## config.mk

```make
export PLATFORM = sky130hd
export DESIGN_NAME = dcount_timer
export DESIGN_NICKNAME = d
export VERILOG_FILES = /design/src/rtl/tmr_pkg.sv /design/src/rtl/tmr_tick_sel.sv /design/src/rtl/tmr_counter.sv /design/src/rtl/tmr_irq.sv /design/src/rtl/dcount_timer.sv
export SDC_FILE = /design/constraint.sdc
export NUM_CORES = 1
export LEC_CHECK = 0
export ABC_CLOCK_PERIOD_IN_PS = 4010
export BUFFER_PORTS_ARGS = -buffer_cell sky130_fd_sc_hd__buf_2
export CORE_MARGIN = 8
export CORE_UTILIZATION = 40
export DETAILED_ROUTE_END_ITERATION = 10
export GPL_ROUTABILITY_DRIVEN = 0
export REMOVE_ABC_BUFFERS = 1
export SLEW_MARGIN = 5
export SYNTH_ARGS = -nofsm -noshare
export SYNTH_HDL_FRONTEND = slang
export SYNTH_SLANG_ARGS = --single-unit
```

## constraint.sdc

```tcl
create_clock -name clk -period 4.01 [get_ports clk]
set_input_delay 0.2005 -clock clk [delete_from_list [all_inputs] [get_ports clk]]
set_output_delay 0.2005 -clock clk [all_outputs]
set_load 0.01 [all_outputs]
```

## src/rtl/tmr_pkg.sv

```systemverilog
package tmr_pkg;
  typedef enum logic [1:0] {
    OP_LOAD = 2'd0,
    OP_HOLD = 2'd1,
    OP_RUN  = 2'd2,
    OP_RSV  = 2'd3
  } op_e;

  localparam logic [7:0] OFF_RELOAD = 8'h00;
  localparam logic [7:0] OFF_COUNT  = 8'h04;
  localparam logic [7:0] OFF_CTRL   = 8'h08;
  localparam logic [7:0] OFF_MASK   = 8'h48;
  localparam logic [7:0] OFF_ACK    = 8'h4C;
  localparam logic [7:0] OFF_RAW    = 8'h50;
  localparam logic [7:0] OFF_MASKED = 8'h54;

  localparam int SRC_W = 3;
endpackage

```

## src/rtl/tmr_tick_sel.sv

```systemverilog
module tmr_tick_sel #(
  parameter int N_INT = 4,
  parameter int SW    = 3
) (
  input  logic [SW-1:0]    src,
  input  logic             ext,
  input  logic [N_INT-1:0] ints,
  output logic             tick
);
  logic [N_INT-1:0] hit;

  for (genvar i = 0; i < N_INT; i++) begin : g_int
    assign hit[i] = ints[i] && (src == SW'(4 + i));
  end

  assign tick = (|hit) || (ext && (src <= SW'(1)));
endmodule

```

## src/rtl/tmr_counter.sv

```systemverilog
module tmr_counter
  import tmr_pkg::*;
#(
  parameter int CW = 32
) (
  input  logic          clk,
  input  logic          rst_n,
  input  logic          ctrl_wr,
  input  op_e           new_op,
  input  op_e           op,
  input  logic          tick,
  input  logic [CW-1:0] reload,
  output logic [CW-1:0] cnt,
  output logic          fire
);
  // Returns {expiry, next count}
  function automatic logic [CW:0] step(input logic [CW-1:0] c,
                                       input logic [CW-1:0] r,
                                       input op_e o,
                                       input logic t);
    logic [CW:0] res;
    res = {1'b0, c};
    if (t) begin
      case (o)
        OP_LOAD: if (c != '0) res = {(c == CW'(1)), c - CW'(1)};
        OP_RUN: begin
          if (c == '0)          res = {1'b0, r};
          else if (c == CW'(1)) res = {1'b1, r};
          else                  res = {1'b0, c - CW'(1)};
        end
        default: res = {1'b0, c};
      endcase
    end
    return res;
  endfunction

  logic [CW:0] nxt;
  assign nxt  = step(cnt, reload, op, tick);
  assign fire = !ctrl_wr && nxt[CW];

  always_ff @(posedge clk) begin
    if (!rst_n) begin
      cnt <= '0;
    end else if (ctrl_wr) begin
      if (new_op == OP_LOAD) cnt <= reload;
    end else begin
      cnt <= nxt[CW-1:0];
    end
  end
endmodule

```

## src/rtl/tmr_irq.sv

```systemverilog
module tmr_irq (
  input  logic clk,
  input  logic rst_n,
  input  logic fire,
  input  logic ack_clr,
  input  logic mask_bit,
  output logic raw,
  output logic irq
);
  always_ff @(posedge clk) begin
    if (!rst_n) raw <= 1'b0;
    else        raw <= fire | (raw & ~ack_clr);
  end

  assign irq = raw & mask_bit;
endmodule

```

## src/rtl/dcount_timer.sv

```systemverilog
module dcount_timer
  import tmr_pkg::*;
#(
  parameter int DW    = 32,
  parameter int AW    = 8,
  parameter int N_INT = 4,
  parameter int CW    = 32
) (
  input  logic             clk,
  input  logic             rst_n,
  input  logic             bus_valid,
  input  logic             bus_write,
  input  logic [AW-1:0]    bus_addr,
  input  logic [DW/8-1:0]  bus_be,
  input  logic [DW-1:0]    bus_wdata,
  output logic [DW-1:0]    bus_rdata,
  output logic             bus_rvalid,
  output logic             bus_err,
  input  logic             tick_ext,
  input  logic [N_INT-1:0] tick_int,
  output logic             irq
);
  localparam int BEW = DW / 8;

  logic          full, wr_ok, rd_req, bad_acc;
  logic          ctrl_wr, reload_wr, mask_wr, ack_wr, ack_clr;
  logic [CW-1:0] reload_q;
  logic [DW-1:0] ctrl_q, mask_q;
  logic [CW-1:0] cnt;
  logic          tick, fire, raw;
  op_e           op, new_op;

  assign full      = (bus_be == {BEW{1'b1}});
  assign wr_ok     = bus_valid && bus_write && full;
  assign rd_req    = bus_valid && !bus_write;
  assign bad_acc   = bus_valid && !full;
  assign ctrl_wr   = wr_ok && (bus_addr == AW'(OFF_CTRL));
  assign reload_wr = wr_ok && (bus_addr == AW'(OFF_RELOAD));
  assign mask_wr   = wr_ok && (bus_addr == AW'(OFF_MASK));
  assign ack_wr    = wr_ok && (bus_addr == AW'(OFF_ACK));
  assign ack_clr   = ack_wr && bus_wdata[0];
  assign op        = op_e'(ctrl_q[1:0]);
  assign new_op    = op_e'(bus_wdata[1:0]);

  always_ff @(posedge clk) begin
    if (!rst_n) begin
      reload_q <= '0;
      ctrl_q   <= '0;
      mask_q   <= '0;
    end else begin
      if (reload_wr) reload_q <= bus_wdata[CW-1:0];
      if (ctrl_wr)   ctrl_q   <= bus_wdata;
      if (mask_wr)   mask_q   <= bus_wdata;
    end
  end

  tmr_tick_sel #(.N_INT(N_INT), .SW(SRC_W)) u_sel (
    .src  (ctrl_q[SRC_W+1:2]),
    .ext  (tick_ext),
    .ints (tick_int),
    .tick (tick)
  );

  tmr_counter #(.CW(CW)) u_cnt (
    .clk     (clk),
    .rst_n   (rst_n),
    .ctrl_wr (ctrl_wr),
    .new_op  (new_op),
    .op      (op),
    .tick    (tick),
    .reload  (reload_q),
    .cnt     (cnt),
    .fire    (fire)
  );

  tmr_irq u_irq (
    .clk      (clk),
    .rst_n    (rst_n),
    .fire     (fire),
    .ack_clr  (ack_clr),
    .mask_bit (mask_q[0]),
    .raw      (raw),
    .irq      (irq)
  );

  function automatic logic [DW-1:0] read_mux(input logic [AW-1:0] a);
    case (a)
      AW'(OFF_RELOAD): return DW'(reload_q);
      AW'(OFF_COUNT):  return DW'(cnt);
      AW'(OFF_CTRL):   return ctrl_q;
      AW'(OFF_MASK):   return mask_q;
      AW'(OFF_RAW):    return DW'(raw);
      AW'(OFF_MASKED): return DW'(raw & mask_q[0]);
      default:         return '0;
    endcase
  endfunction

  always_ff @(posedge clk) begin
    if (!rst_n) begin
      bus_rdata  <= '0;
      bus_rvalid <= 1'b0;
      bus_err    <= 1'b0;
    end else begin
      bus_rdata  <= (rd_req && full) ? read_mux(bus_addr) : '0;
      bus_rvalid <= rd_req;
      bus_err    <= bad_acc;
    end
  end
endmodule

```

==> results of run 1 <==
## sequential cells by signal (all words and copies together), names as in the netlist
name        count
bus_err         1
bus_rdata      32
bus_rvalid      1
ctrl_q         32
mask_q         32
reload_q       32
u_cnt.cnt      32
u_irq.raw       1
## cells in the final DEF, fill, tap and decap left out, types with 6 or more instances in the layout
master and n:
nor2_1 90, and2_1 6, a211oi_1 8, o22ai_1 14, mux2i_1 34, o21ai_0 22
nor4_1 15, dfxtp_1 163, inv_1 11, a21oi_1 120, clkbuf_16 17, a32oi_1 9
nor3_1 16, a32o_1 9, or3_1 7, inv_6 6, buf_4 21, buf_2 87
a221oi_1 36, nand4_1 10, nand2_1 224
## layout make-up
cell class | instances | area [sq um]
Timing Repair Buffer | 109 | 603.1
Multi-Input combinational cell | 681 | 3710
Fill cell | 1805 | 9433
Tap cell | 229 | 286.5
Sequential cell | 163 | 3263
Clock buffer | 17 | 425.4
Clock inverter | 15 | 136.4
Inverter | 12 | 45.04
## power by group
group          internal [W]  switching, W
clock              0.000821      0.000747
combinational      0.000293      0.000492
sequential          0.00166     0.0000685
total               0.00278       0.00131
## worst max-delay path by stage
stage                        startpoint             to  slack [ns]  cells after the start
final                     u_cnt.cnt[24]   u_cnt.cnt[9]        0.93                      7
after global routing      u_cnt.cnt[24]  u_cnt.cnt[14]        0.78                      6
after CTS                 u_cnt.cnt[24]   u_cnt.cnt[9]        0.95                      7
after detailed placement  u_cnt.cnt[24]   u_cnt.cnt[9]        0.94                      7
after global placement      bus_addr[1]   reload_q[20]        1.03                      8
after floorplan             bus_addr[1]      mask_q[0]       -1.41                      6
## cells by family (layout without fill, tap and decap cells)
| family | count (synthesis) | count (layout) | synth area share |
|---|---|---|---|
| DFF | 163 | 163 | 0.4481 |
| buffers and inverters | 80 | 153 | 0.04484 |
| muxes | 34 | 34 | 0.04674 |
| adders and majority gates | 2 | 2 | 0.003436 |
| xor gates and xnor gates | 5 | 5 | 0.006013 |
| AOI/OAI and AO/OA | 244 | 244 | 0.2156 |
| and+or+nand+nor | 396 | 396 | 0.2352 |
## timing repair
action,4_1_cts,5_1_grt
setup buffers,0,0
hold buffers,1,0
endpoints found under the hold margin,1,0
## per-layer routing
layer	up-vias	track usage	routed length [um]
met5	-	0	0
met4	0	0.05690	284
met3	23	0.03615	1154
met2	186	0.2960	9451
met1	3189	0.2586	10120
li1	3404	-	-
## per-stage QoR
step | hold slack [ns] | worst slack, ns | utilization | TNS (ns)
after floorplan | 0.2846 | -1.406 | - | -46.62
after global placement | 0.4028 | 1.029 | 0.4412 | 0
after detailed placement | 0.4078 | 0.9389 | 0.4412 | 0
after CTS | 0.003591 | 0.9475 | 0.4731 | 0
after global routing | 0.01099 | 0.7792 | 0.4731 | 0
final | 0.01496 | 0.9256 | 0.4731 | 0
## worst max-delay path: stages, from the launching register on
cell,delay [ns]
dfxtp_1,0.36
or4_4,0.57
or3_1,0.45
nor4_2,0.50
a2bb2oi_2,0.48
buf_4,0.33
a21oi_1,0.06
o32ai_1,0.23
==> impl_metrics.csv, run 1 <==
group,metric,value,unit
timing,rsz0062_at_grt,"no",
detailed_routing,wl_per_cell,17.13,um
placement,dpl.cell_count,1193,
detailed_routing,drcViolationCount,0,
detailed_routing,vias,6802,
timing,skew,0.007887,ns
global_routing,grt_pass1_wl,34690,um
timing,setup_viol,0,
floorplan,die_area,22780,sq um
detailed_routing,dr.pass1.iters,5,
placement,placed_area,7898,sq um
global_routing,grt_max_degree,97,
worst_hold_path,worstHoldStart,"bus_valid",
timing,fmax,324.2,MHz
critical_path,rr_startpoint,"u_cnt.cnt[24]",
synthesis,ys_top_cells_by_count,"nand2_1, dfxtp_1, a21oi_1",
global_routing,gr-usage-all-layers,0.1892,
global_routing,grt.overflow.total,0,
clocking,htreeDepth,4,
clocking,cts_sinks,163,
synthesis,synth_cells,924,
critical_path,cp.arrival,3.42,ns
detailed_routing,ant_nets,0,
critical_path,startpoint_type,"register",
floorplan,io_pins,88,
cells_and_area,stdcell_count,1226,
synthesis,synth-main-ff-cell,"dfxtp_1",
critical_path,path_max_fanout,15,
clocking,clock_tree.buffer_depth,2,
synthesis,ys_warn_count,0,
critical_path,endpoint_kind,"register",
placement,port_buffers,87,
synthesis,synth_top_area_frac,0.4481,
clocking,cts_tree,"yes",
clocking,cts-root-buf,"clkbuf_16",
cells_and_area,layout-drive-gt1-share,0.1545,
clocking,clk_latency,0.43,ns
floorplan,num_rows,49,
detailed_routing,drt_iter0_drc,525,
critical_path,r2r_setup_slack,0.93,ns
cells_and_area,diodes,0,
global_routing,grt_pass1_vias,6564,
floorplan,die_h,150.9,um
cells_and_area,final_nets,1039,
timing,hold_viol_final,0,
detailed_routing,via_per_inst,5.548,
flow_run,drv_cap,0,
pwr,total_power,0.004085,W
synthesis,synth_top_area_cell,"dfxtp_1",
clocking,numCtsBuffers,17,
synthesis,synth_async_sr_flop_share,0,
timing,period_minus_slack,3.084,ns
timing,relSlewSlack,0.2133,
pwr,power.density,482.3,nW/um^2
synthesis,synth_most_common_cell,"nand2_1",
pwr,peakVddDrop,0.0003273,V
synthesis,synth.avg_cell_area,7.881,sq um
worst_hold_path,whs_path_depth,3,
detailed_routing,routed_wl,21010,um
pwr,p_leak,2.978,nW
worst_hold_path,holdPathEnd,"bus_err",
critical_path,worstSetupPathType,"reg -> reg",
synthesis,synth_area,7282,sq um
synthesis,ys_types,56,
global_routing,grt_antenna_before_repair,0,
cells_and_area,syn_to_final_growth,16.31,%
timing,worst_slew_pin_slew,1.180,ns
cells_and_area,fin_area,8469,sq um
clocking,cts-resized-gates,0,
clocking,clk_pin_slew,0.07,ns
critical_path,r2r_end,"u_cnt.cnt[9]",
critical_path,reg2reg_depth,7,
status,outcome,"finished, final reports clean",
synthesis,synth-edff-count,0,
synthesis,ys_top_cells_by_area,"dfxtp_1, nand2_1, a21oi_1",
floorplan,die_w,150.9,um
timing,drv_slew,0,
critical_path,crit_required,4.34,ns
floorplan,start_util,0.4068,
worst_hold_path,hold_class,"in -> reg",
synthesis,ys_ff_latch,163,
timing,min_period_over_period,0.7692,
placement,dpl.hpwl,13520,um
floorplan,core,17900,sq um
synthesis,yosysSeqAreaShare,0.4481,
(Power assumes the default switching activity.)
==> inputs of run 2 (changes only) <==
--- a/config.mk
+++ b/config.mk
@@ -5,7 +5,8 @@
 export SDC_FILE = /design/constraint.sdc
 export NUM_CORES = 1
 export LEC_CHECK = 0
-export ABC_CLOCK_PERIOD_IN_PS = 4010
+export ABC_AREA = 1
+export ABC_CLOCK_PERIOD_IN_PS = 3210
 export BUFFER_PORTS_ARGS = -buffer_cell sky130_fd_sc_hd__buf_2
 export CORE_MARGIN = 8
 export CORE_UTILIZATION = 40
==> constraint.sdc (replaced) <==
create_clock -name clk -period 3.21 [get_ports clk]
set_input_delay 0.1605 -clock clk [delete_from_list [all_inputs] [get_ports clk]]
set_output_delay 0.1605 -clock clk [all_outputs]
set_load 0.01 [all_outputs]
==> impl_metrics.csv, run 2 <==
group,metric,value,unit
floorplan,die_area,26720,sq um
cells_and_area,diodes,0,
detailed_routing,dr.pass1.iters,7,
worst_hold_path,worstHoldStart,"bus_wdata[2]",
worst_hold_path,hold_class,"in -> reg",
cells_and_area,syn_to_final_growth,17.55,%
synthesis,synth_async_sr_flop_share,0,
synthesis,yosysSeqAreaShare,0.3751,
synthesis,ys_warn_count,0,
critical_path,crit_required,3.52,ns
worst_hold_path,holdPathEnd,"reload_q[2]",
global_routing,grt.overflow.total,0,
placement,dpl.hpwl,16790,um
global_routing,grt_pass1_vias,8004,
synthesis,synth_top_area_cell,"dfxtp_1",
timing,relSlewSlack,0.4291,
worst_hold_path,whs_path_depth,3,
placement,port_buffers,87,
global_routing,grt_pass1_wl,40250,um
synthesis,ys_top_cells_by_count,"nand2_1, nor2_1, dfxtp_1, inv_1, a21oi_1",
timing,fmax,430.5,MHz
cells_and_area,fillCellCount,2235,
critical_path,rr_startpoint,"u_cnt.cnt[1]",
timing,tns,0,ns
floorplan,num_rows,54,
timing,holdWs,0.01026,ns
placement,placed_area,9315,sq um
floorplan,io_pins,88,
detailed_routing,wl_per_cell,14.21,um
cells_and_area,final_common_cell,"nand2_1",
detailed_routing,via_per_inst,4.899,
critical_path,crit_slowest_cell,"nand3_4",
clocking,post-cts-setup-buffers,0,
timing,skew,0.01220,ns
synthesis,synth_cells,1338,
status,outcome,"finished, final reports clean",
clocking,cts_sinks,163,
clocking,clk_latency,0.43,ns
timing,period_minus_slack,2.323,ns
clocking,cts-resized-gates,0,
timing,setup_viol,0,
detailed_routing,ant_nets,0,
detailed_routing,drt_iter0_drc,573,
timing,rsz0062_at_grt,"no",
cells_and_area,layout-drive-gt1-share,0.1366,
synthesis,ys_top_cells_by_area,"dfxtp_1, nand2_1, nor2_1",
critical_path,crit_top_cell,"nand2_1",
pwr,peakVddDrop,0.0002653,V
critical_path,path_max_fanout,64,
clocking,numCtsBuffers,17,
detailed_routing,drcViolationCount,0,
synthesis,synth_top_area_frac,0.3751,
clocking,clock_tree.buffer_depth,2,
critical_path,reg2reg_depth,11,
clocking,cts-root-buf,"clkbuf_16",
placement,dp_slack,0.8277,ns
floorplan,start_util,0.4036,
global_routing,gr-usage-all-layers,0.1835,
critical_path,cp.arrival,2.63,ns
flow_run,drv_cap,0,
synthesis,synth-edff-count,0,
detailed_routing,routed_wl,24380,um
critical_path,path_cells,"inv_1 > ha_1 > nand2_2 > nor2_4 > nand4_2 > nor2_4 > nand2_1 > nand3_4 > nand2_1 > nand2_1 > a21oi_2",
synthesis,synth_most_common_cell,"nand2_1",
detailed_routing,vias,8402,
global_routing,grt_max_degree,81,
synthesis,synth-main-ff-cell,"dfxtp_1",
pwr,p_leak,4.446,nW
global_routing,grt_antenna_before_repair,0,
synthesis,ys_ff_latch,163,
cells_and_area,final_nets,1477,
clocking,cts_tree,"yes",
critical_path,worstSetupPathType,"reg -> reg",
synthesis,ys_types,38,
critical_path,endpoint_kind,"register",
floorplan,core,21550,sq um
timing,min_period_over_period,0.7237,
critical_path,r2r_end,"u_cnt.cnt[25]",
timing,worst_slack,0.8869,ns
pwr,power.density,476.9,nW/um^2
critical_path,cp_slowest_stage_delay,0.54,ns
synthesis,synth.avg_cell_area,6.502,sq um
floorplan,die_w,163.5,um
timing,worst_slew_pin_slew,0.8564,ns
cells_and_area,fin_area,10230,sq um
critical_path,r2r_setup_slack,0.89,ns
timing,hold_viol_final,0,
clocking,htreeDepth,4,
timing,drv_slew,0,
synthesis,synth_area,8700,sq um
clocking,clk_pin_slew,0.06,ns
cells_and_area,final_cell_mix,"nand2_1, nor2_1, inv_1, dfxtp_1, a21oi_1",
floorplan,die_h,163.5,um
critical_path,startpoint_type,"register",
-- run 2: cell count changes in the layout (fill, tap and decap cells not counted), moves of 24 or more --
cell,change
nor2_1,+135
a221oi_1,-35
o21ai_0,+75
a21oi_2,+31
inv_1,+152
mux2i_1,-34
a211oi_1,+24
nand3_1,+24
nand2_1,+103
dlygate4sd3_1,+28
-- run 2: critical path: cells and delay by family (launching register included) --
kind	cells	cell delay (ns)
buf+inv	1	0.13
flops	1	0.30
compound gates	1	0.04
fa+ha+maj	1	0.25
simple gates	8	1.43
-- run 2: worst max-delay path by stage --
stage                 startpoint            end  depth (start not counted)
finish              u_cnt.cnt[1]  u_cnt.cnt[25]                         11
global route        u_cnt.cnt[1]  u_cnt.cnt[27]                         11
CTS                 u_cnt.cnt[0]  u_cnt.cnt[13]                         10
detailed placement   bus_addr[1]  u_cnt.cnt[19]                         11
global placement     bus_addr[1]   u_cnt.cnt[1]                         11
floorplan            bus_addr[5]  bus_rdata[29]                          7
-- run 2: metrics by stage --
stage	instances	power (W)	util
finish	1715	0.004876	0.4745
global route	1715	0.005099	0.4745
CTS	1715	0.004908	0.4745
detailed placement	1654	0.002719	0.4322
global placement	1654	0.002715	0.4322
floorplan	1272	0.002542	-
-- run 2: timing repair --
action	in CTS	in global routing
hold endpoints to repair	49	0
hold buffers	29	0
setup endpoints to repair	0	0
-- run 2: area by class of cell --
type | instances | area [sq um] | area share
multi-input combinational | 939 | 4486 | 0.4386
sequential | 163 | 3263 | 0.3191
timing repair buffer | 131 | 865.8 | 0.08467
inverter | 170 | 640.6 | 0.06264
clock buffer | 20 | 466.7 | 0.04564
tap | 280 | 350.3 | 0.03426
clock inverter | 12 | 153.9 | 0.01505
-- run 2: per-layer routing --
metal	part of all wire	wire (um)	vias to the layer above	GRT usage
li1	-	-	4428	-
met4	0.017	424	0	0.05826
met1	0.48	11750	3779	0.2317
met3	0.037	913	27	0.03301
met2	0.46	11290	168	0.3112
met5	0	0	-	0
-- run 2: kinds of logic (layout without fill, tap and decap cells) --
logic type               count (synthesis)  after routing  synth area share
AO/OA/AOI/OAI                          305            305            0.2064
adder cells (fa/ha/maj)                  2              2          0.002876
buffers and inverters                  236            333            0.1102
XOR/XNOR                                14             14           0.01409
AND/OR/NAND/NOR                        618            618            0.2914
flip-flops                             163            163            0.3751
-- run 2: report_power, final --
part	total, W	switching [W]	internal [W]
clock	0.00217	0.000882	0.00129
sequential	0.00208	0.0000296	0.00205
combinational	0.000628	0.000410	0.000219
